$ cat src/rtl/ialu_pkg.sv
// Package: operation encoding and flag bit positions shared by the ALU
// modules. Assumes a 4-bit operation code.
package ialu_pkg;

    typedef enum logic [3:0] {
        OP_ADD  = 4'd0,
        OP_ADC  = 4'd1,
        OP_SUB  = 4'd2,
        OP_SBB  = 4'd3,
        OP_NEG  = 4'd4,
        OP_INC  = 4'd5,
        OP_DEC  = 4'd6,
        OP_CMP  = 4'd7,
        OP_AND  = 4'd8,
        OP_OR   = 4'd9,
        OP_XOR  = 4'd10,
        OP_NOT  = 4'd11,
        OP_TEST = 4'd12
    } alu_op_e;

    localparam int NUM_FLAGS = 5;
    localparam int FLG_CF    = 0;
    localparam int FLG_PF    = 1;
    localparam int FLG_ZF    = 2;
    localparam int FLG_SF    = 3;
    localparam int FLG_OF    = 4;

    typedef enum logic [1:0] {
        LG_AND = 2'd0,
        LG_OR  = 2'd1,
        LG_XOR = 2'd2,
        LG_NOT = 2'd3
    } logic_fn_e;

endpackage

$ cat src/rtl/alu_addsub.sv
// Module: shared adder/subtractor. When subtracting, it inverts b and
// the carry-in, so one carry chain serves every add and subtract form.
// Assumes that borrow_in is a raw carry flag (1 means take one more away).
module alu_addsub #(
    parameter int W = 32
) (
    input  logic [W-1:0] a,
    input  logic [W-1:0] b,
    input  logic         sub,
    input  logic         extra_in,
    output logic [W-1:0] sum,
    output logic         cf,
    output logic         ovf
);
    localparam int MSB = W - 1;

    logic [W-1:0] b_eff;
    logic         c_eff;
    logic [W:0]   wide;

    // Form the effective addend and carry, then add.
    always_comb begin
        b_eff = sub ? ~b : b;
        c_eff = sub ? ~extra_in : extra_in;
        wide  = {1'b0, a} + {1'b0, b_eff} + {{W{1'b0}}, c_eff};
        sum   = wide[W-1:0];
        cf    = sub ? ~wide[W] : wide[W];
        ovf   = (a[MSB] == b_eff[MSB]) && (sum[MSB] != a[MSB]);
    end
endmodule

$ cat src/rtl/alu_logic.sv
// Module: bitwise unit, one cell per bit built with generate.
// Assumes that fn selects AND, OR, XOR or the inversion of a.
module alu_logic
    import ialu_pkg::*;
#(
    parameter int W = 32
) (
    input  logic [W-1:0] a,
    input  logic [W-1:0] b,
    input  logic_fn_e    fn,
    output logic [W-1:0] y
);
    for (genvar i = 0; i < W; i++) begin : g_bit
        // Per-bit function select.
        always_comb begin
            unique case (fn)
                LG_AND:  y[i] = a[i] & b[i];
                LG_OR:   y[i] = a[i] | b[i];
                LG_XOR:  y[i] = a[i] ^ b[i];
                default: y[i] = ~a[i];
            endcase
        end
    end
endmodule

$ cat src/rtl/alu_flag_gen.sv
// Module: result-derived flags (zero, sign, parity of the low PB bits).
// Assumes PB <= W.
module alu_flag_gen #(
    parameter int W  = 32,
    parameter int PB = 8
) (
    input  logic [W-1:0] r,
    output logic         zf,
    output logic         sf,
    output logic         pf
);
    // Reduce the result to its three shape flags.
    always_comb begin
        zf = ~|r;
        sf = r[W-1];
        pf = ~^r[PB-1:0];
    end
endmodule

$ cat src/rtl/int_alu_flags.sv
// Module: top of the integer ALU. It decodes the operation, steers the
// operands into the adder or the logic unit, and assembles the result,
// the write-enable, the flag values and the flag mask.
// Assumes that a register outside the block holds the flags and applies
// the mask. The block itself is purely combinational.
module int_alu_flags
    import ialu_pkg::*;
#(
    parameter int W  = 32,
    parameter int PB = 8
) (
    input  logic [W-1:0]         opd_a,
    input  logic [W-1:0]         opd_b,
    input  logic [3:0]           op_code,
    input  logic                 carry_in,
    output logic [W-1:0]         res,
    output logic                 res_we,
    output logic [NUM_FLAGS-1:0] flag_val,
    output logic [NUM_FLAGS-1:0] flag_upd
);
    localparam logic [W-1:0] ONE = {{(W-1){1'b0}}, 1'b1};

    alu_op_e      op;
    logic [W-1:0] add_a, add_b, add_sum, lg_y, r_sel;
    logic         add_sub, add_xin, add_cf, add_of;
    logic         use_logic, known;
    logic_fn_e    lg_fn;
    logic         zf, sf, pf;

    assign op = alu_op_e'(op_code);

    // Steer operands and controls into the adder.
    always_comb begin
        add_a   = opd_a;
        add_b   = opd_b;
        add_sub = 1'b0;
        add_xin = 1'b0;
        case (op)
            OP_ADC:                 add_xin = carry_in;
            OP_SUB, OP_CMP:         add_sub = 1'b1;
            OP_SBB: begin           add_sub = 1'b1; add_xin = carry_in; end
            OP_NEG: begin           add_a = '0; add_b = opd_a; add_sub = 1'b1; end
            OP_INC:                 add_b = ONE;
            OP_DEC: begin           add_b = ONE; add_sub = 1'b1; end
            default: ;
        endcase
    end

    // Choose the logic function and the unit that drives the result.
    always_comb begin
        use_logic = 1'b0;
        known     = 1'b1;
        lg_fn     = LG_AND;
        case (op)
            OP_AND, OP_TEST: use_logic = 1'b1;
            OP_OR:  begin use_logic = 1'b1; lg_fn = LG_OR;  end
            OP_XOR: begin use_logic = 1'b1; lg_fn = LG_XOR; end
            OP_NOT: begin use_logic = 1'b1; lg_fn = LG_NOT; end
            OP_ADD, OP_ADC, OP_SUB, OP_SBB, OP_NEG,
            OP_INC, OP_DEC, OP_CMP: ;
            default: known = 1'b0;
        endcase
    end

    alu_addsub #(.W(W)) u_addsub (
        .a(add_a), .b(add_b), .sub(add_sub), .extra_in(add_xin),
        .sum(add_sum), .cf(add_cf), .ovf(add_of)
    );

    alu_logic #(.W(W)) u_logic (
        .a(opd_a), .b(opd_b), .fn(lg_fn), .y(lg_y)
    );

    // Result mux; undefined codes produce zero.
    always_comb begin
        if (!known)        r_sel = '0;
        else if (use_logic) r_sel = lg_y;
        else               r_sel = add_sum;
    end

    alu_flag_gen #(.W(W), .PB(PB)) u_flags (
        .r(r_sel), .zf(zf), .sf(sf), .pf(pf)
    );

    // Write-enable, mask and flag values per operation.
    always_comb begin
        res      = r_sel;
        res_we   = known && (op != OP_CMP) && (op != OP_TEST);
        flag_upd = '0;
        if (known && op != OP_NOT) begin
            flag_upd = '1;
            if (op == OP_INC || op == OP_DEC) flag_upd[FLG_CF] = 1'b0;
        end
        flag_val         = '0;
        flag_val[FLG_CF] = use_logic ? 1'b0 : add_cf;
        flag_val[FLG_OF] = use_logic ? 1'b0 : add_of;
        flag_val[FLG_ZF] = zf;
        flag_val[FLG_SF] = sf;
        flag_val[FLG_PF] = pf;
        flag_val         = flag_val & flag_upd;
    end

    // Checks relating the decode, the adder and the flag generator.
    always_comb begin
        AST_DISCARD_CMP: assert (!(op == OP_CMP && res_we)) else $error("CMP wrote");
        AST_DISCARD_TEST: assert (!(op == OP_TEST && res_we)) else $error("TEST wrote");
        AST_KEEP_CARRY: assert (!((op == OP_INC || op == OP_DEC) && flag_upd[FLG_CF])) else $error("INC/DEC touched CF");
        AST_NOT_SILENT: assert (!(op == OP_NOT && flag_upd != '0)) else $error("NOT touched flags");
        AST_NEG_CARRY: assert (!(op == OP_NEG && flag_val[FLG_CF] != (opd_a != '0))) else $error("NEG CF");
        AST_LOGIC_CLEAR: assert (!(use_logic && (flag_val[FLG_CF] || flag_val[FLG_OF]))) else $error("logic CF/OF");
        AST_ZERO_FLAG: assert (!(flag_upd[FLG_ZF] && flag_val[FLG_ZF] != (res == '0))) else $error("ZF");
        AST_UNUSED_CODE: assert (known || (flag_upd == '0 && !res_we)) else $error("undefined code acted");
    end
endmodule

$ cat config.mk
export PLATFORM = sky130hd
export DESIGN_NAME = int_alu_flags
export DESIGN_NICKNAME = d
export VERILOG_FILES = /design/src/rtl/ialu_pkg.sv /design/src/rtl/alu_addsub.sv /design/src/rtl/alu_logic.sv /design/src/rtl/alu_flag_gen.sv /design/src/rtl/int_alu_flags.sv
export SDC_FILE = /design/constraint.sdc
export NUM_CORES = 1
export LEC_CHECK = 0
export BUFFER_PORTS_ARGS = -buffer_cell sky130_fd_sc_hd__buf_4
export CAP_MARGIN = 20
export CORE_MARGIN = 2
export CORE_UTILIZATION = 54
export DETAILED_ROUTE_END_ITERATION = 8
export PLACE_DENSITY = 0.82
export SETUP_SLACK_MARGIN = 0.3
export SLEW_MARGIN = 20
export SYNTH_ARGS = -nofsm -noshare
export SYNTH_HDL_FRONTEND = slang
export SYNTH_SLANG_ARGS = --single-unit
$ cat constraint.sdc
create_clock -name vclk -period 7.1
set_input_delay 1.065 -clock vclk [all_inputs]
set_output_delay 1.065 -clock vclk [all_outputs]
set_load 0.1 [all_outputs]
-- Word-level counts from Yosys, hierarchy flattened
Cells that the tools add are included.
- input bits: 69
- ROM bits: 0
- word-level logic and storage cells: 216
- memory bits (writable): 0
- output and inout bits: 43
- flip-flop bits (word level): 0
- bits in latches: 0
- memories: 0
- bitwise gates (word level): 132
- $lt $le $gt $ge: 0
- multipliers: 0
- reduce and logical (&&, ||, !) cells: 15
- divide/modulo/power cells: 0
- mux-type cells: 48
- eq/ne operators: 19
- add/subtract/negate cells: 2
- shift operators: 0
- operators by type and width (kind ; number):
    $mux 32 ; 4
    $pmux 1 s3 ; 32
    $pmux 32 s2 ; 1
    $not 1->1 ; 34
    $add 32x32->33 ; 1
    $add 33x1->33 ; 1
    $and 1x1->1 ; 32
    $not 32->32 ; 1
    $or 1x1->1 ; 32
    $reduce_or 32->1 ; 1
    $xor 1x1->1 ; 32
    $eq 4x4->1 const B ; 5
    $eq 4x3->1 const B ; 4
    $reduce_or 13->1 ; 1
    $reduce_or 5->1 ; 2
    $mux 1 ; 9
    $eq 4x2->1 const B ; 2
    $ne 4x4->1 const B ; 2
    $reduce_xnor 8->1 ; 1
    $pmux 2 s3 ; 1
    $and 5x5->5 ; 1
    $mux 5 ; 1
    $eq 4x1->1 const B ; 1
    $logic_and 1x1->1 ; 4
    10 further kinds ; 11

-- Logic depth before layout (Yosys ltp)
- word-level depth: 12
- gate-level depth with buffers: 23
- mapped depth without buffers: 20

-- Modules after synthesis
From an unflattened synthesis, not the netlist that was laid out.
- cells, all modules: 723
- area total of the unflattened synthesis: 5519.0 sq um
- by module, submodules not included (module ; instances ; seq. area each (sq um) ; area an instance (sq um) ; cells each):
    alu_addsub ; 1 ; 0.0 ; 2073.2 ; 285
    alu_logic ; 1 ; 0.0 ; 2001.9 ; 200
    int_alu_flags ; 1 ; 0.0 ; 1246.2 ; 212
    alu_flag_gen ; 1 ; 0.0 ; 197.7 ; 26

-- Least setup slack after synthesis
OpenSTA, ideal clock, no wires.
- kind: input to output
- start point: input port op_code[0]
- end point: output port flag_val[2]
- arrival: 7957 ps
- data required time: 6035 ps
- stages: 19
- buffers on the path: 6
- slack: -1922 ps
- path through: buf_2 buf_2 clkbuf_1 buf_2 nor4b_2 clkbuf_1 buf_1 nor2_1 fa_1 fa_1 a211oi_1 o21ai_0 nand2_1 nand3b_1 nand3_1 nand4_1 nor4_2 nand4_1 nor4b_2
- cells in the longest elaborated chain, start to end: 12
- elaborated cells on any way between the ends: 74
- those cells by class: 2 x add/sub; 15 x eq/ne; 44 x mux; 3 x bitwise; 10 x reduce/logical
- ends and longest elaborated chain (item ; RTL line ; source):
    from (decl) ; int_alu_flags.sv:14 ; input logic [3:0] op_code,
    $eq 4x3->1 ; int_alu_flags.sv:38, int_alu_flags.sv:54 ;
    $reduce_or 2->1 (no line) ; n/a ;
    $pmux 32 s2 ; int_alu_flags.sv:38 ; case (op)
    $not 32->32 ; alu_addsub.sv:23 ; b_eff = sub ? ~b : b;
    $mux 32 ; alu_addsub.sv:23 ;
    $add 32x32->33 ; alu_addsub.sv:25 ; wide = {1'b0, a} + {1'b0, b_eff} + {{W{1'b0}}, c_eff};
    $add 33x1->33 ; alu_addsub.sv:25 ;
    $mux 32 ; int_alu_flags.sv:77 ; else if (use_logic) r_sel = lg_y;
    $mux 32 * ; int_alu_flags.sv:76 ; if (!known) r_sel = '0;
    named net res[18] ; int_alu_flags.sv:16 ; output logic [W-1:0] res,
    $reduce_or 32->1 * ; alu_flag_gen.sv:14 ; zf = ~|r;
    $logic_not 1->1 * ; alu_flag_gen.sv:14 ;
    $and 5x5->5 * ; int_alu_flags.sv:100 ; flag_val = flag_val & flag_upd;
    to (decl) ; int_alu_flags.sv:18 ; output logic [NUM_FLAGS-1:0] flag_val,
The timed path passes the listed nets; every way through them passes the cells marked *.

-- Worst setup path after layout
- start point: input port op_code[1]
- end point: output port flag_val[2]
- cells in the longest elaborated chain, start to end: 12
- elaborated cells on any way between the ends: 74
- those cells by class: 2 x add/sub; 15 x eq/ne; 44 x mux; 3 x bitwise; 10 x reduce/logical
- ends and longest elaborated chain (item ; RTL line):
    $eq 4x3->1 ; int_alu_flags.sv:38, int_alu_flags.sv:54
    $reduce_or 2->1 (no line) ; n/a
    $pmux 32 s2 ; int_alu_flags.sv:38
    $not 32->32 ; alu_addsub.sv:23
    $mux 32 ; alu_addsub.sv:23
    $add 32x32->33 ; alu_addsub.sv:25
    $add 33x1->33 ; alu_addsub.sv:25
    $mux 32 ; int_alu_flags.sv:77
    $mux 32 ; int_alu_flags.sv:76
    $reduce_or 32->1 ; alu_flag_gen.sv:14
    $logic_not 1->1 ; alu_flag_gen.sv:14
    $and 5x5->5 * ; int_alu_flags.sv:100
Mark *: on every way between the ends. The rest lies on a longest branch, timed or not.

==> key figures <==
Status
  • Outcome: completed

Drt
  • DR pass1 iterations: 5
  • DRT antenna net count: 0
  • DRC: 0
  • Post-Route WL: 19.8 mm
  • Via count: just under 7000
  • DR iter-0 viols: slightly above 600
  • Via/cell ratio: slightly above 6
  • WL/cell: 18.2 um

Cells and area
  • Clkbuf count: 0
  • Post-layout nets: 1125
  • Share of layout cells above drive strength 1: 20.0%
  • Sequential cells: 0
  • ANT cells: 0
  • Register area: 0 um^2
  • Layout area overhead: 21.3%
  • Final Cell Area: around 6800 um^2

Hold path
  • Hold Crit Class: in2out
  • Hold Path Sink: res_we
  • Hold path cells: 3
  • Worst Hold Launch: op_code[3]

GRT
  • Antenna violations before repair: 0
  • Vias in the first global route: around 6000
  • Tot GR Track Use: 32.8%
  • Grt ovf: 0
  • Largest net degree at the start of global routing: 44
  • First-pass GRT wire length: around 30 mm

Logic synthesis
  • Syn Area/Cell: between 6 and 7 um^2
  • Cell count after synthesis: 870
  • Synth unique cells: 68
  • Mapped Area: between 5000 and 6000 um^2
  • Sequential share of the synthesized area: 0%
  • Mapped Nets: 1040
  • Yosys warns: 0

Placed design
  • Pre-CTS WS: 0.180 ns
  • PortBufs: around 110
  • Dpl hpwl: ~15 mm
  • Routability cong.: between 0.9 and 1
  • Area after DPL: 6590 um^2

Timing
  • Final min period: 6.73 ns
  • Peak Freq: ~150 MHz
  • Final Cycle Share: approximately 95%
  • Hold WS: ~2.7 ns
  • Max-slew violation count: 0
  • Slew headroom: approximately a third
  • RSZ-0062 raised after global routing: false
  • Final setup viols: 0
  • Final hold violation count: 0
  • Tightest Pin Transition: around 1 ns
  • Final worst slack: between 0.3 and 0.4 ns

Job
  • Maxcap violations: 0

Floorplanning
  • Die Height: roughly 110 um
  • Die area: 11200 um^2
  • Core Rows: 37
  • Top Ports: 112
  • Initial Util: between 50% and 60%
  • Die width: between 100 and 150 um
  • Core ar.: approximately 10000 um^2

Worst setup path
  • Kind of critical path: in2out
  • Critical path required time: 6.03 ns
  • Setup crit end kind: primary output
  • Worst Path Arrival: 5.66 ns
  • Critical path fanouts, max: 19
  • Origin of the worst setup path: op_code[1]
  • Critical path launch point type: primary input

Clock tree
  • Hold-fix buffers, CTS: 0

Power
  • Pwr per Cell Area: roughly 190 nW/um^2
  • Tot Pwr: 1.28 mW
  • Leakage: about 3.3 nW
  • Max rail drop VDD: roughly 0.38 mV
[routing by layer]
metal	global-route usage (%)	part of all wire, %	vias to the layer above
met5	0	0	-
met4	9.96	3.1	0
met3	2.45	8.2	55
met2	53.0	45	381
met1	46.4	43	3080
li1	-	-	3278
[cells in the final DEF, fill, tap and decap left out, types with 4 or more instances in the layout]
master	synthesis	layout
o211ai_1	8	8
nor3_1	24	24
buf_6	1	5
a21boi_0	5	5
o22ai_1	6	6
o32a_1	7	7
nor2_1	100	99
o31ai_1	4	4
o21a_1	6	6
a21oi_1	88	81
a31oi_1	11	11
nand2_1	58	58
nand2b_1	5	5
buf_4	8	143
o22a_1	4	4
inv_1	82	82
a21oi_2	0	7
a22oi_1	43	41
xnor2_1	16	16
a211oi_1	7	6
o21ai_0	65	57
nand3_1	9	8
mux2i_1	5	5
o211a_1	4	4
a21o_1	10	9
nor2b_1	8	8
ha_1	99	97
o21ai_1	0	7
and2_1	14	14
a221oi_1	5	5
xor2_1	38	37
nand4_1	12	12
[how the worst max path moves through the flow]
| stage | end | slack, ns |
|---|---|---|
| 3_5_place_dp | flag_val[2] | 0.18 |
| 4_1_cts | flag_val[2] | 0.33 |
| 5_1_grt | flag_val[2] | 0.22 |
| 2_1_floorplan | flag_val[2] | -0.45 |
| 6_report | flag_val[2] | 0.37 |
| 3_3_place_gp | flag_val[2] | 0.25 |
[power by group]
| part | leakage, nW | total (mW) | switching, mW | internal (mW) |
|---|---|---|---|---|
| logic | 3.30 | 1.28 | 0.896 | 0.386 |
| registers | 0 | 0 | 0 | 0 |
| clock network | 0 | 0 | 0 | 0 |
| total | 3.30 | 1.28 | 0.896 | 0.386 |
[final cells by class]
class / instances / area, um^2
Timing Repair Buffer: 151 / 1170
Multi-Input combinational cell: 718 / 5160
Tap cell: 136 / 170
Fill cell: 920 / 3410
Inverter: 84 / 319
[synthesized netlist by cell type, drive strengths merged, types with 5 or more instances]
| cell type | count | area, um^2 |
|---|---|---|
| o211ai | 8 | 60.1 |
| clkbuf | 43 | 164 |
| xor2 | 38 | 333 |
| a31oi | 12 | 90.1 |
| a221oi | 5 | 43.8 |
| a21oi | 88 | 440 |
| and2 | 15 | 93.8 |
| a21o | 14 | 116 |
| buf | 25 | 141 |
| nand4 | 12 | 75.1 |
| ha | 99 | 1240 |
| inv | 83 | 312 |
| mux2i | 5 | 50.1 |
| nor2b | 8 | 50.1 |
| o32a | 7 | 70.1 |
| a211oi | 7 | 52.6 |
| o22ai | 6 | 37.5 |
| a22oi | 43 | 323 |
| nand3 | 9 | 45.0 |
| o21ai | 65 | 325 |
| xnor2 | 16 | 140 |
| nand2b | 5 | 31.3 |
| nor3 | 24 | 120 |
| a21boi | 5 | 37.5 |
| o21a | 6 | 45.0 |
| nor2 | 100 | 375 |
| nand2 | 58 | 218 |
[per-stage QoR]
step	setup TNS, ns	utilization (%)	std cells
floorplan	-0.454	-	870
global placement	0	64.4	1071
detailed placement	0	64.4	1071
CTS	0	64.7	1074
global route	0	66.7	1089
finish	0	66.7	1089
[logic make-up (layout without fill, tap and decap cells)]
kind of cell	after synthesis	after routing	share of synthesized area (%)
mux	7	7	1.29
compound gates	307	307	35.8
xor+xnor	54	54	8.41
buf+inv	152	235	11.0
simple gates	249	249	20.8
fa+ha+maj	101	101	22.7
[timing repair]
item,4_1_cts,5_1_grt
setup endpoints to repair,1,1
pin swaps,3,20
gates resized for setup,3,24
setup buffers,3,15
[critical path: stages]
cell and delay (ns):
buf_8 0.14, nor4b_4 0.29, buf_6 0.18, a22oi_2 0.11, xor2_2 0.20, ha_1 0.33, a211o_1 0.33, a21o_4 0.21
a21o_2 0.22, a21oi_2 0.16, xor2_1 0.16, o32a_1 0.19, ha_2 0.17, nand4_1 0.12, a21oi_2 0.15, o21ai_1 0.09
or4_4 0.57, nor4_4 0.18, nand4_1 0.20, nor4b_4 0.33, buf_6 0.26
No activity file was read; power rests on OpenSTA's default activity.
